--- src/rtl/rtc_prescaler.sv ---
module rtc_prescaler #(
  parameter int HF_DIV      = 32,
  parameter int K4096_DIV   = 8,
  parameter int F64_DIV     = 16,
  parameter int SEC_DIV     = 64,
  parameter int SEC_PER_MIN = 60,
  parameter int MIN_PER_HR  = 60
) (
  input  logic       clk,
  input  logic       rst_n,
  input  logic       stop,
  input  logic [1:0] fout_sel,
  input  logic [2:0] tmr_src,
  input  logic       upd_sel,
  input  logic       alarm_hit,
  input  logic       vlf_event,
  input  logic       rsf_event,
  input  logic       flag_wr,
  input  logic [1:0] flag_wdata,
  output logic       tick_1024,
  output logic       tick_64,
  output logic       tick_sec,
  output logic       tick_min,
  output logic       tick_hr,
  output logic       tmr_tick,
  output logic       fout,
  output logic       upd_evt,
  output logic       alarm_evt,
  output logic       vlf,
  output logic       rsf
);
  localparam int HW = $clog2(HF_DIV);
  localparam int KW = $clog2(K4096_DIV);
  localparam int FW = $clog2(F64_DIV);
  localparam int SW = $clog2(SEC_DIV);
  localparam int MW = $clog2(SEC_PER_MIN);
  localparam int RW = $clog2(MIN_PER_HR);

  logic [HW-1:0] hf_q;
  logic [KW-1:0] k4_q;
  logic [FW-1:0] f64_q;
  logic [SW-1:0] s_q;
  logic [MW-1:0] m_q;
  logic [RW-1:0] r_q;
  logic          tick_4k;

  assign tick_1024 = hf_q == HW'(HF_DIV - 1);
  assign tick_4k   = k4_q == KW'(K4096_DIV - 1);
  assign tick_64   = tick_1024 & ~stop & (f64_q == FW'(F64_DIV - 1));
  assign tick_sec  = tick_64 & (s_q == SW'(SEC_DIV - 1));
  assign tick_min  = tick_sec & (m_q == MW'(SEC_PER_MIN - 1));
  assign tick_hr   = tick_min & (r_q == RW'(MIN_PER_HR - 1));

  assign upd_evt   = upd_sel ? tick_min : tick_sec;
  assign alarm_evt = alarm_hit & tick_sec;

  always_comb begin
    case (tmr_src)
      3'd0:    tmr_tick = tick_4k;
      3'd1:    tmr_tick = tick_64;
      3'd2:    tmr_tick = tick_sec;
      3'd3:    tmr_tick = tick_min;
      3'd4:    tmr_tick = tick_hr;
      default: tmr_tick = 1'b0;
    endcase
  end

  always_comb begin
    case (fout_sel)
      2'd1:    fout = clk;
      2'd2:    fout = hf_q >= HW'(HF_DIV / 2);
      2'd3:    fout = s_q >= SW'(SEC_DIV / 2);
      default: fout = 1'b0;
    endcase
  end

  always_ff @(posedge clk or negedge rst_n) begin
    if (!rst_n) begin
      hf_q  <= '0;
      k4_q  <= '0;
      f64_q <= '0;
      s_q   <= '0;
      m_q   <= '0;
      r_q   <= '0;
      vlf   <= 1'b0;
      rsf   <= 1'b0;
    end else begin
      hf_q <= tick_1024 ? '0 : hf_q + 1'b1;
      k4_q <= tick_4k ? '0 : k4_q + 1'b1;
      if (stop) begin
        f64_q <= '0;
        s_q   <= '0;
        m_q   <= '0;
        r_q   <= '0;
      end else begin
        if (tick_1024) f64_q <= tick_64  ? '0 : f64_q + 1'b1;
        if (tick_64)   s_q   <= tick_sec ? '0 : s_q + 1'b1;
        if (tick_sec)  m_q   <= tick_min ? '0 : m_q + 1'b1;
        if (tick_min)  r_q   <= tick_hr  ? '0 : r_q + 1'b1;
      end
      vlf <= vlf_event | (vlf & ~(flag_wr & ~flag_wdata[0]));
      rsf <= rsf_event | (rsf & ~(flag_wr & ~flag_wdata[1]));
    end
  end


  stop_quiet_chk: assert property (@(posedge clk) disable iff (!rst_n)
    stop |-> !tick_64 && !tick_sec && !upd_evt && !alarm_evt);

  min_in_sec_chk: assert property (@(posedge clk) disable iff (!rst_n)
    tick_min |-> tick_sec && tick_64 && tick_1024);

  hr_in_min_chk: assert property (@(posedge clk) disable iff (!rst_n)
    tick_hr |-> tick_min);

  release_clear_chk: assert property (@(posedge clk) disable iff (!rst_n)
    $fell(stop) |-> !tick_sec && !tick_min);

  fout_1hz_stop_chk: assert property (@(posedge clk) disable iff (!rst_n)
    stop && $past(stop) && fout_sel == 2'd3 |-> !fout);

  vlf_hold_chk: assert property (@(posedge clk) disable iff (!rst_n)
    vlf && !(flag_wr && !flag_wdata[0]) |=> vlf);

  vlf_set_chk: assert property (@(posedge clk) disable iff (!rst_n)
    vlf_event |=> vlf);

  rsf_hold_chk: assert property (@(posedge clk) disable iff (!rst_n)
    rsf && !(flag_wr && !flag_wdata[1]) |=> rsf);

  rsf_set_chk: assert property (@(posedge clk) disable iff (!rst_n)
    rsf_event |=> rsf);
endmodule

--- config.mk ---
export PLATFORM = sky130hd
export DESIGN_NAME = rtc_prescaler
export DESIGN_NICKNAME = d
export VERILOG_FILES = /design/src/rtl/rtc_prescaler.sv
export SDC_FILE = /design/constraint.sdc
export NUM_CORES = 1
export LEC_CHECK = 0
export BUFFER_PORTS_ARGS = -buffer_cell sky130_fd_sc_hd__buf_2
export CAP_MARGIN = 30
export CORE_ASPECT_RATIO = 1.25
export CORE_MARGIN = 1.5
export CORE_UTILIZATION = 50
export CTS_CLUSTER_DIAMETER = 100
export DETAILED_ROUTE_END_ITERATION = 16
export PLACE_DENSITY_LB_ADDON = 0.3
export SYNTH_ARGS = -nofsm -noshare
export SYNTH_HDL_FRONTEND = slang
export SYNTH_SLANG_ARGS = --single-unit
--- constraint.sdc ---
create_clock -name clk -period 2.68 [get_ports clk]
set_input_delay 0.402 -clock clk [delete_from_list [all_inputs] [get_ports clk]]
set_output_delay 0.402 -clock clk [all_outputs]
set_load 0.1 [all_outputs]
==> run summary <==
critical path, cell by cell - ha_2 > and3_4 > ha_4 > nand4_4 > or4_4 > o31ai_4 > and3_4 > buf_12
Clk network pwr share - 0.500
CTS Hold Bufs - 0
logic gate share of total power - 0.057
synthesized flop and latch total - 32
Reg-to-Reg End - r_q[5]$_DFFE_PN0P_
Tightest Pin Transition - 733 ps
worst reg2reg path depth - 9
Arr. time, crit path - 2490 ps
pwr/cell area - 470 mW/mm²
internal power - 818 µW
cells after synthesis - 181
Critical Path Start - hf_q[1]$_DFF_PN0_
failing checks - negative setup slack
CP Launch Type - flop
Post-DP Area - 0.00203 mm²
Slew headroom - 0.512
Final Setup Violations - 6
dominant synthesized flop cell - dfrtp_1
fmax - 346 MHz
vias in the first global route - 1,542
die area - 0.00376 mm²
Final Total Pwr - 1100 µW
port bufs - 25
kind of critical path - reg2out
pin count of the biggest net entering global routing - 33
DRT iter0 DRCs - 52
first-pass GRT wire length - 6620 µm
crit-path most repeated cell - and3_4
synthesized area - 0.00170 mm²
IO Count - 26
Hold WS - 60.4 ps
DR DRC count - 0
Tcrit/Tclk final - 1.08
register area share after synthesis - 0.471
Peak VDD IR - 0.000561 V
NetSw - 279 µW
Initial Util - 0.528
RSZ-0062 raised after global routing - yes
WL/cell - 16.2 µm
final WL - 4300 µm
Hold Crit Class - in2async
outcome - finished, violations left
layout cells sized above 1 - 0.306
Sw Share - 0.254
critical-path cell with the highest stage delay - or4_4
Pleak - 0.00102 µW
TritonCTS clock tree - yes
die width - 55.2 µm
Synth Warn # - 0
global route overflow - 0
Final WS setup - -211 ps
Final GP Congestion - 0.870
pins over their slew limit - 0
Die Ht - 68.2 µm
CP Data Required Time - 2280 ps
area delta synth->final - 37.2%
vias per cell - 5.87
most common cell after layout, fill and taps aside - dfrtp_1
commonest cells after routing, fill and taps aside - dfrtp_1, buf_2, nand2_1, a21oi_1, buf_4
syn nets - 206
Reg2Reg Setup Slack - 210 ps
n_diodes - 0
FFs w/ async S/R, synth - 1.00
Netlist cell types - 37
Post-Syn Area per Cell - 9.40 µm²
max incr delay on CP - 480 ps
Worst-path clk slew - 60 ps
GR Util All Layers - 0.252
Max Cap Viol - 0
post-DP HPWL - 2720 µm
fin crit period - 2890 ps
Post-synth EDFFs - 0
Rows - 23
clk_skew - 2.98 ps
final core utilization - 0.724
sequential fraction of design power - 0.443
peak fanout along the critical path - 2
CP Capture Type - output pin
Final nets - 253
Design Area, Final - 0.00233 mm²
antenna violations before repair - 0
drt pass-1 iters - 4
DRT antenna net count - 0
CORE AREA - 0.00322 mm²
Via Count - 1,562
Clock Latency Late Sink - 390 ps
R2R Path Start - hf_q[1]$_DFF_PN0_
Final Hold Viols - 0
cell families (layout without fill, tap and decap cells):
logic type      Yosys count  in the layout  share of synthesized area
mux                       2              2                     0.0125
simple gates             76             76                      0.240
flops                    32             32                      0.471
compound gates           38             38                      0.129
fa+ha+maj                10             10                     0.0735
xor+xnor                  6              6                     0.0309
buf+inv                  17             65                     0.0441
sequential cells by signal (all words and copies together), names as in the netlist:
register / flops
m_q: 6
r_q: 6
s_q: 6
hf_q: 5
f64_q: 4
k4_q: 3
rsf: 1
vlf: 1
per-stage QoR:
stage,instances,worst slack [ps],setup TNS [ps]
2_1_floorplan,181,-292,-1070
3_3_place_gp,240,198,0
3_5_place_dp,240,147,0
4_1_cts,260,-194,-279
5_1_grt,266,-282,-808
6_report,266,-211,-443
metal layers:
metal	share of wire	wire (µm)	vias to the layer above	track usage
met4	0.020	88	0	0.104
met3	0.036	153	9	0.0764
met2	0.55	2360	39	0.454
met5	0	0	-	0
li1	-	-	741	-
met1	0.40	1700	773	0.263
power groups by stage:
stage	clock network (µW)	logic, µW	registers, µW
after global routing	581	67.2	486
final	548	62.6	486
after global placement	43.8	58.8	495
after detailed placement	43.8	60.3	495
after CTS	558	61.2	486
after floorplan	40.5	17.1	510
layout make-up:
| type | instances | area [µm²] |
|---|---|---|
| Multi-Input combinational cell | 132 | 921 |
| Fill cell | 214 | 888 |
| Sequential cell | 32 | 801 |
| Timing Repair Buffer | 43 | 385 |
| Clock buffer | 12 | 136 |
| Tap cell | 37 | 46.3 |
| Inverter | 10 | 45.0 |
cells in the mapped netlist, types with 3 or more instances:
cell       n  area (µm²)
dfrtp_1   32         801
a21oi_1   18        90.1
nand2_1   18        67.6
nor2_1    14        52.6
ha_1      10         125
inv_1     10        37.5
nand3_1   10        50.1
o21ai_0    8        40.0
or4_1      5        37.5
and3_1     4        25.0
nand2b_1   4        25.0
nor3_1     4        20.0
or3_1      4        25.0
xor2_1     4        35.0
buf_2      3        15.0
clkbuf_1   3        11.3
nand3b_1   3        22.5
nand4_1    3        18.8
worst max-delay path by stage:
stage                to  slack, ps
5_1_grt        tmr_tick       -280
4_1_cts        tmr_tick       -190
2_1_floorplan   tick_hr       -290
3_5_place_dp   tmr_tick        150
3_3_place_gp   tmr_tick        200
6_report       tmr_tick       -210
worst max-delay path: cells and delay by family (launching register included):
kind | cells | cell delay (ps)
simple gates | 4 | 990
flops | 1 | 370
fa+ha+maj | 2 | 340
buf+inv | 1 | 170
compound gates | 1 | 220
timing repair:
action / CTS / global route
buffers inserted: 9 / 6
gates resized for setup: 6 / 5
setup endpoints to repair: 6 / 6
pin swaps: 2 / 2
Power figures use the tool's default switching activity.
